File: config.mk
export PLATFORM = sky130hd
export DESIGN_NAME = euler_stepper
export DESIGN_NICKNAME = d
export VERILOG_FILES = /design/src/rtl/euler_pkg.sv /design/src/rtl/fx_addsub.sv /design/src/rtl/fx_mul.sv /design/src/rtl/euler_stepper.sv
export SDC_FILE = /design/constraint.sdc
export NUM_CORES = 2
export LEC_CHECK = 0
export ABC_CLOCK_PERIOD_IN_PS = 9200
export BUFFER_PORTS_ARGS = -buffer_cell sky130_fd_sc_hd__buf_4
export CORE_UTILIZATION = 60
export DETAILED_ROUTE_END_ITERATION = 12
export GPL_ROUTABILITY_DRIVEN = 0
export PLACE_DENSITY = 0.79
export SLEW_MARGIN = 10
export SYNTH_ARGS = -nofsm -noshare
export SYNTH_HDL_FRONTEND = slang
export SYNTH_HIERARCHICAL = 1
export SYNTH_SLANG_ARGS = --single-unit
File: constraint.sdc
create_clock -name clk -period 9.2 [get_ports clk]
set_clock_uncertainty 0.1 [all_clocks]
set_input_delay 1.84 -clock clk [delete_from_list [all_inputs] [get_ports clk]]
set_output_delay 1.84 -clock clk [all_outputs]
set_load 0.005 [all_outputs]
File: src/rtl/euler_pkg.sv
package euler_pkg;

  typedef enum logic [2:0] {
    ST_IDLE,
    ST_CHECK,
    ST_DIFF,
    ST_SQ,
    ST_SQ_W,
    ST_SCL,
    ST_SCL_W,
    ST_ACC
  } step_state_t;

endpackage

File: src/rtl/fx_addsub.sv
module fx_addsub #(
  parameter int W = 24
) (
  input  logic signed [W-1:0] a,
  input  logic signed [W-1:0] b,
  input  logic                sub,
  output logic signed [W-1:0] y
);
  localparam logic signed [W-1:0] MAXV = {1'b0, {(W-1){1'b1}}};
  localparam logic signed [W-1:0] MINV = {1'b1, {(W-1){1'b0}}};

  logic signed [W:0] wide;

  always_comb begin
    wide = sub ? ({a[W-1], a} - {b[W-1], b}) : ({a[W-1], a} + {b[W-1], b});
    if (wide[W] != wide[W-1])
      y = wide[W] ? MINV : MAXV;
    else
      y = wide[W-1:0];
  end
endmodule

File: src/rtl/fx_mul.sv
module fx_mul #(
  parameter int W       = 24,
  parameter int F       = 16,
  parameter int LATENCY = 2
) (
  input  logic                clk,
  input  logic                rst,
  input  logic                issue,
  input  logic signed [W-1:0] a,
  input  logic signed [W-1:0] b,
  output logic signed [W-1:0] p,
  output logic                valid,
  output logic                busy
);
  localparam int PW = 2 * W;
  localparam logic signed [PW-1:0] HI  = {{(PW-W+1){1'b0}}, {(W-1){1'b1}}};
  localparam logic signed [PW-1:0] LO  = ~HI;
  localparam logic signed [PW-1:0] RND = {{(PW-F){1'b0}}, 1'b1, {(F-1){1'b0}}};

  logic signed [PW-1:0] full;
  logic signed [PW-1:0] rnd;
  logic signed [W-1:0]  sat;

  always_comb begin
    full = PW'(a) * PW'(b);
    rnd  = (full + RND) >>> F;
    if (rnd > HI)      sat = HI[W-1:0];
    else if (rnd < LO) sat = LO[W-1:0];
    else               sat = rnd[W-1:0];
  end

  logic signed [W-1:0] p_pipe [LATENCY];
  logic [LATENCY-1:0]  v_pipe;

  always_ff @(posedge clk) begin
    if (rst) v_pipe[0] <= 1'b0;
    else     v_pipe[0] <= issue;
    if (issue) p_pipe[0] <= sat;
  end

  for (genvar i = 1; i < LATENCY; i++) begin : g_stage
    always_ff @(posedge clk) begin
      if (rst) v_pipe[i] <= 1'b0;
      else     v_pipe[i] <= v_pipe[i-1];
      p_pipe[i] <= p_pipe[i-1];
    end
  end

  assign p     = p_pipe[LATENCY-1];
  assign valid = v_pipe[LATENCY-1];
  assign busy  = |v_pipe;
endmodule

File: src/rtl/euler_stepper.sv
module euler_stepper #(
  parameter int INT_BITS  = 8,
  parameter int FRAC_BITS = 16,
  parameter int MUL_LAT   = 2,
  parameter int T_END_INT = 3
) (
  input  logic                                  clk,
  input  logic                                  rst,
  input  logic                                  start,
  input  logic signed [INT_BITS+FRAC_BITS-1:0]  h_in,
  output logic signed [INT_BITS+FRAC_BITS-1:0]  y_out,
  output logic                                  done
);
  import euler_pkg::*;

  localparam int W = INT_BITS + FRAC_BITS;
  localparam logic signed [W-1:0] ONE_FX = W'(1) << FRAC_BITS;
  localparam logic signed [W-1:0] T_END  = W'(T_END_INT) << FRAC_BITS;

  step_state_t state;
  logic signed [W-1:0] t_q, y_q, h_q, t_nx, d_q, prod_q;

  // shared adder
  logic signed [W-1:0] add_a, add_b, add_y;
  logic                add_sub;

  always_comb begin
    case (state)
      ST_CHECK: begin add_a = t_q; add_b = h_q;    add_sub = 1'b0; end
      ST_DIFF:  begin add_a = t_q; add_b = y_q;    add_sub = 1'b1; end
      default:  begin add_a = y_q; add_b = prod_q; add_sub = 1'b0; end
    endcase
  end

  fx_addsub #(.W(W)) u_add (
    .a(add_a), .b(add_b), .sub(add_sub), .y(add_y)
  );

  // shared multiplier
  logic signed [W-1:0] mul_a, mul_b, mul_p;
  logic                mul_issue, mul_valid, mul_busy;

  assign mul_issue = (state == ST_SQ) || (state == ST_SCL);
  assign mul_a     = (state == ST_SQ) ? d_q : h_q;
  assign mul_b     = (state == ST_SQ) ? d_q : prod_q;

  fx_mul #(.W(W), .F(FRAC_BITS), .LATENCY(MUL_LAT)) u_mul (
    .clk(clk), .rst(rst), .issue(mul_issue), .a(mul_a), .b(mul_b),
    .p(mul_p), .valid(mul_valid), .busy(mul_busy)
  );

  always_ff @(posedge clk) begin
    if (rst) begin
      state  <= ST_IDLE;
      done   <= 1'b0;
      y_out  <= '0;
      t_q    <= '0;
      y_q    <= '0;
      h_q    <= '0;
      t_nx   <= '0;
      d_q    <= '0;
      prod_q <= '0;
    end else begin
      done <= 1'b0;
      case (state)
        ST_IDLE: begin
          if (start) begin
            h_q <= h_in;
            if (h_in <= 0) begin
              y_out <= ONE_FX;
              done  <= 1'b1;
            end else begin
              t_q   <= '0;
              y_q   <= ONE_FX;
              state <= ST_CHECK;
            end
          end
        end
        ST_CHECK: begin
          if (add_y > T_END) begin
            y_out <= y_q;
            done  <= 1'b1;
            state <= ST_IDLE;
          end else begin
            t_nx  <= add_y;
            state <= ST_DIFF;
          end
        end
        ST_DIFF: begin
          d_q   <= add_y;
          state <= ST_SQ;
        end
        ST_SQ:  state <= ST_SQ_W;
        ST_SQ_W: begin
          if (mul_valid) begin
            prod_q <= mul_p;
            state  <= ST_SCL;
          end
        end
        ST_SCL: state <= ST_SCL_W;
        ST_SCL_W: begin
          if (mul_valid) begin
            prod_q <= mul_p;
            state  <= ST_ACC;
          end
        end
        ST_ACC: begin
          y_q   <= add_y;
          t_q   <= t_nx;
          state <= ST_CHECK;
        end
        default: state <= ST_IDLE;
      endcase
    end
  end

  // time never passes the end of the interval
  a_r3_t_in_range: assert property (@(posedge clk) disable iff (rst)
    (t_q >= 0) && (t_q <= T_END));

  // multiplier is never handed new operands with one in flight
  a_r4_one_mul_in_flight: assert property (@(posedge clk) disable iff (rst)
    mul_issue |-> !mul_busy);

  // done is a single-cycle pulse
  a_r5_done_pulse: assert property (@(posedge clk) disable iff (rst)
    done |=> !done);

  // result only moves together with done
  a_r6_y_hold: assert property (@(posedge clk) disable iff (rst)
    !$stable(y_out) |-> done);

  // a start during a run leaves the latched step size alone
  a_r7_busy_start_ignored: assert property (@(posedge clk) disable iff (rst)
    (state != ST_IDLE && start) |=> $stable(h_q));
endmodule

==> metrics.md <==
| Metric | Value |
|---|---|
| Max VDD drop | `about 0.00017 V` |
| Via count | `26100` |
| Commonest non-fill, non-tap cell in the layout | `nand2_1` |
| Critical path's largest stage delay | `0.60 ns` |
| Nets | `4507` |
| Clock sink total | `222` |
| H-tree depth | `1` |
| Global-route wire length before repair | `142000 µm` |
| # DRC | `0` |
| Fin crit share | `96.6%` |
| First-pass DRT Iterations | `8` |
| Critical path class | `reg2reg` |
| Largest delay share family, worst path | `adder cells` |
| GRT overflow | `0` |
| Die height | `236 µm` |
| Status | `complete, no violations` |
| Mapped Nets | `4531` |
| Hpwl dp | `70300 µm` |
| Reg2reg end | `u_mul/p_pipe[0][7]$_SDFFCE_PN1P_` |
| R2R setup slack | `0.31 ns` |
| Initial core utilization | `60.7%` |
| Slowest-stage cell, CP | `fa_1` |
| Yosys warns | `6` |
| # IOs | `52` |
| Antenna diodes | `0` |
| Most used cell, CP | `fa_1` |
| Power Density | `roughly 90 nW/µm²` |
| CTS tree | `yes` |
| Final setup vio count | `0` |
| Max_slew headroom | `23.3%` |
| DP Cell Count | `4383` |
| Total GRT Usage | `32.1%` |
| Hold Fails Final Rpt | `0` |
| Final non-filler cell total | `4430` |
| Final max-slew violation count | `0` |
| Worst-margin pin slew | `1.15 ns` |
| Layout cells sized above 1 | `under 10%` |
| Worst R2R Start | `state[1]$_SDFFE_PP0P_` |
| 1st-iter DRT viols | `approximately 2600` |
| Crit-path max FO | `49` |
| Hold crit path type | `reg2reg` |
| Post-DR wirelength/cell | `roughly 20 µm` |
| Worst-Skew Late Latency | `0.52 ns` |
| Syn Std Cell Area | `32700 µm²` |
| PortBufs | `51` |
| Synthesis-to-layout area growth | `6.12%` |
| CP Launch Type | `flip-flop` |
| Leakage | `roughly 0.016 µW` |
| Dpl ws | `between 0.15 and 0.2 ns` |
| Row cnt | `85` |
| Levels on crit path | `29` |
| Largest net degree at the start of global routing | `109` |
| Syn Inst Count | `3743` |
| Worst setup EP type | `flip-flop` |
| Syn Area/Cell | `between 8 and 9 µm²` |
| Final Cell Area | `34800 µm²` |
| Tmin final | `slightly below 9 ns` |
| Setup ws final | `0.312 ns` |
| WL final | `86800 µm` |
| Clock-pin slew on the worst setup and hold paths | `0.07 ns` |
| Die Wd | `236 µm` |
| Worst Setup EP | `u_mul/p_pipe[0][7]$_SDFFCE_PN1P_` |
| Clock Root Buffer | `clkbuf_16` |
| Initial antenna violation count | `0` |
| Max Clock Freq | `between 0.1 and 0.15 GHz` |
| Buf/Inv on CP | `7` |
| Setup crit start | `state[1]$_SDFFE_PP0P_` |
| Most frequent cells in the layout | `nand2_1 (623), inv_1 (618), fa_1 (605), and2_1 (294), a21oi_1 (217)` |
| Num CTS Buffers | `22` |
| CP Data Required Time | `between 9 and 10 ns` |
| Via density | `between 5 and 6` |
| Setup TNS | `0 ns` |
| Dpl cell area | `between 30000 and 40000 µm²` |
| Max-Cap Viols | `0` |
| FF-to-FF path depth | `29` |
| Pwr Total | `3200 µW` |
| Die area | `approximately 56000 µm²` |
| Core Region | `53900 µm²` |
| CTS hold repair buffers | `0` |
| Vias in the first global route | `26400` |
| Post-route ant nets | `0` |
| Clk buf depth | `3` |
| Critical Path AT | `9.16 ns` |
how the worst min path moves through the flow:
stage	from	end	slack [ns]	cells past startpoint
detailed placement	u_mul/p_pipe[0][5]$_SDFFCE_PN1P_	u_mul/p_pipe[0][29]$_DFF_P_	0.23	0
floorplan	u_mul/p_pipe[0][0]$_SDFFCE_PN1P_	u_mul/p_pipe[0][24]$_DFF_P_	0.22	0
CTS	u_mul/p_pipe[0][5]$_SDFFCE_PN1P_	u_mul/p_pipe[0][29]$_DFF_P_	0.24	0
finish	u_mul/p_pipe[0][23]$_SDFFCE_PN0P_	u_mul/p_pipe[0][47]$_DFF_P_	0.24	0
global placement	u_mul/p_pipe[0][15]$_SDFFCE_PN1P_	u_mul/p_pipe[0][39]$_DFF_P_	0.22	0
global route	u_mul/p_pipe[0][1]$_SDFFCE_PN1P_	u_mul/p_pipe[0][25]$_DFF_P_	0.25	0
area by class of cell:
type	instances	area, µm²
repair buffers	178	1390
clock buffers	29	577
clock inverters	10	72.6
well taps	696	871
fillers	4373	19200
flip-flops and latches	222	4680
inverters	620	2330
multi-input cells	2675	24800
where the power goes:
group	internal (µW)	switching (µW)	total [µW]
Clock	447	394	840
Combinational	449	847	1300
Sequential	1030	35.5	1060
Total	1920	1280	3200
sequential cells by signal, summed over array words and instances (netlist names):
signal	flops
prod_q	24
state	3
u_mul/p_pipe	48
y_q	24
h_q	24
y_out	24
t_nx	24
done	1
u_mul/valid	1
d_q	24
u_mul/v_pipe	1
t_q	24
stage by stage:
stage	utilization [%]	hold WS, ns
floorplan	-	0.223
finish	64.5	0.243
global route	64.5	0.248
detailed placement	63.0	0.229
CTS	64.2	0.243
global placement	63.0	0.224
routing by layer:
metal	global-route usage [%]	routed length (µm)	part of all wire, %
met5	0	0	0
met4	10.1	2790	3.2
met3	5.08	7980	9.2
met2	51.0	40600	47
met1	45.3	35400	41
what timing repair did:
item,4_1_cts,5_1_grt
buffers inserted,0,8
endpoints found under the setup margin,0,23
resized for setup,0,26
No activity file was read; power rests on OpenSTA's default activity.
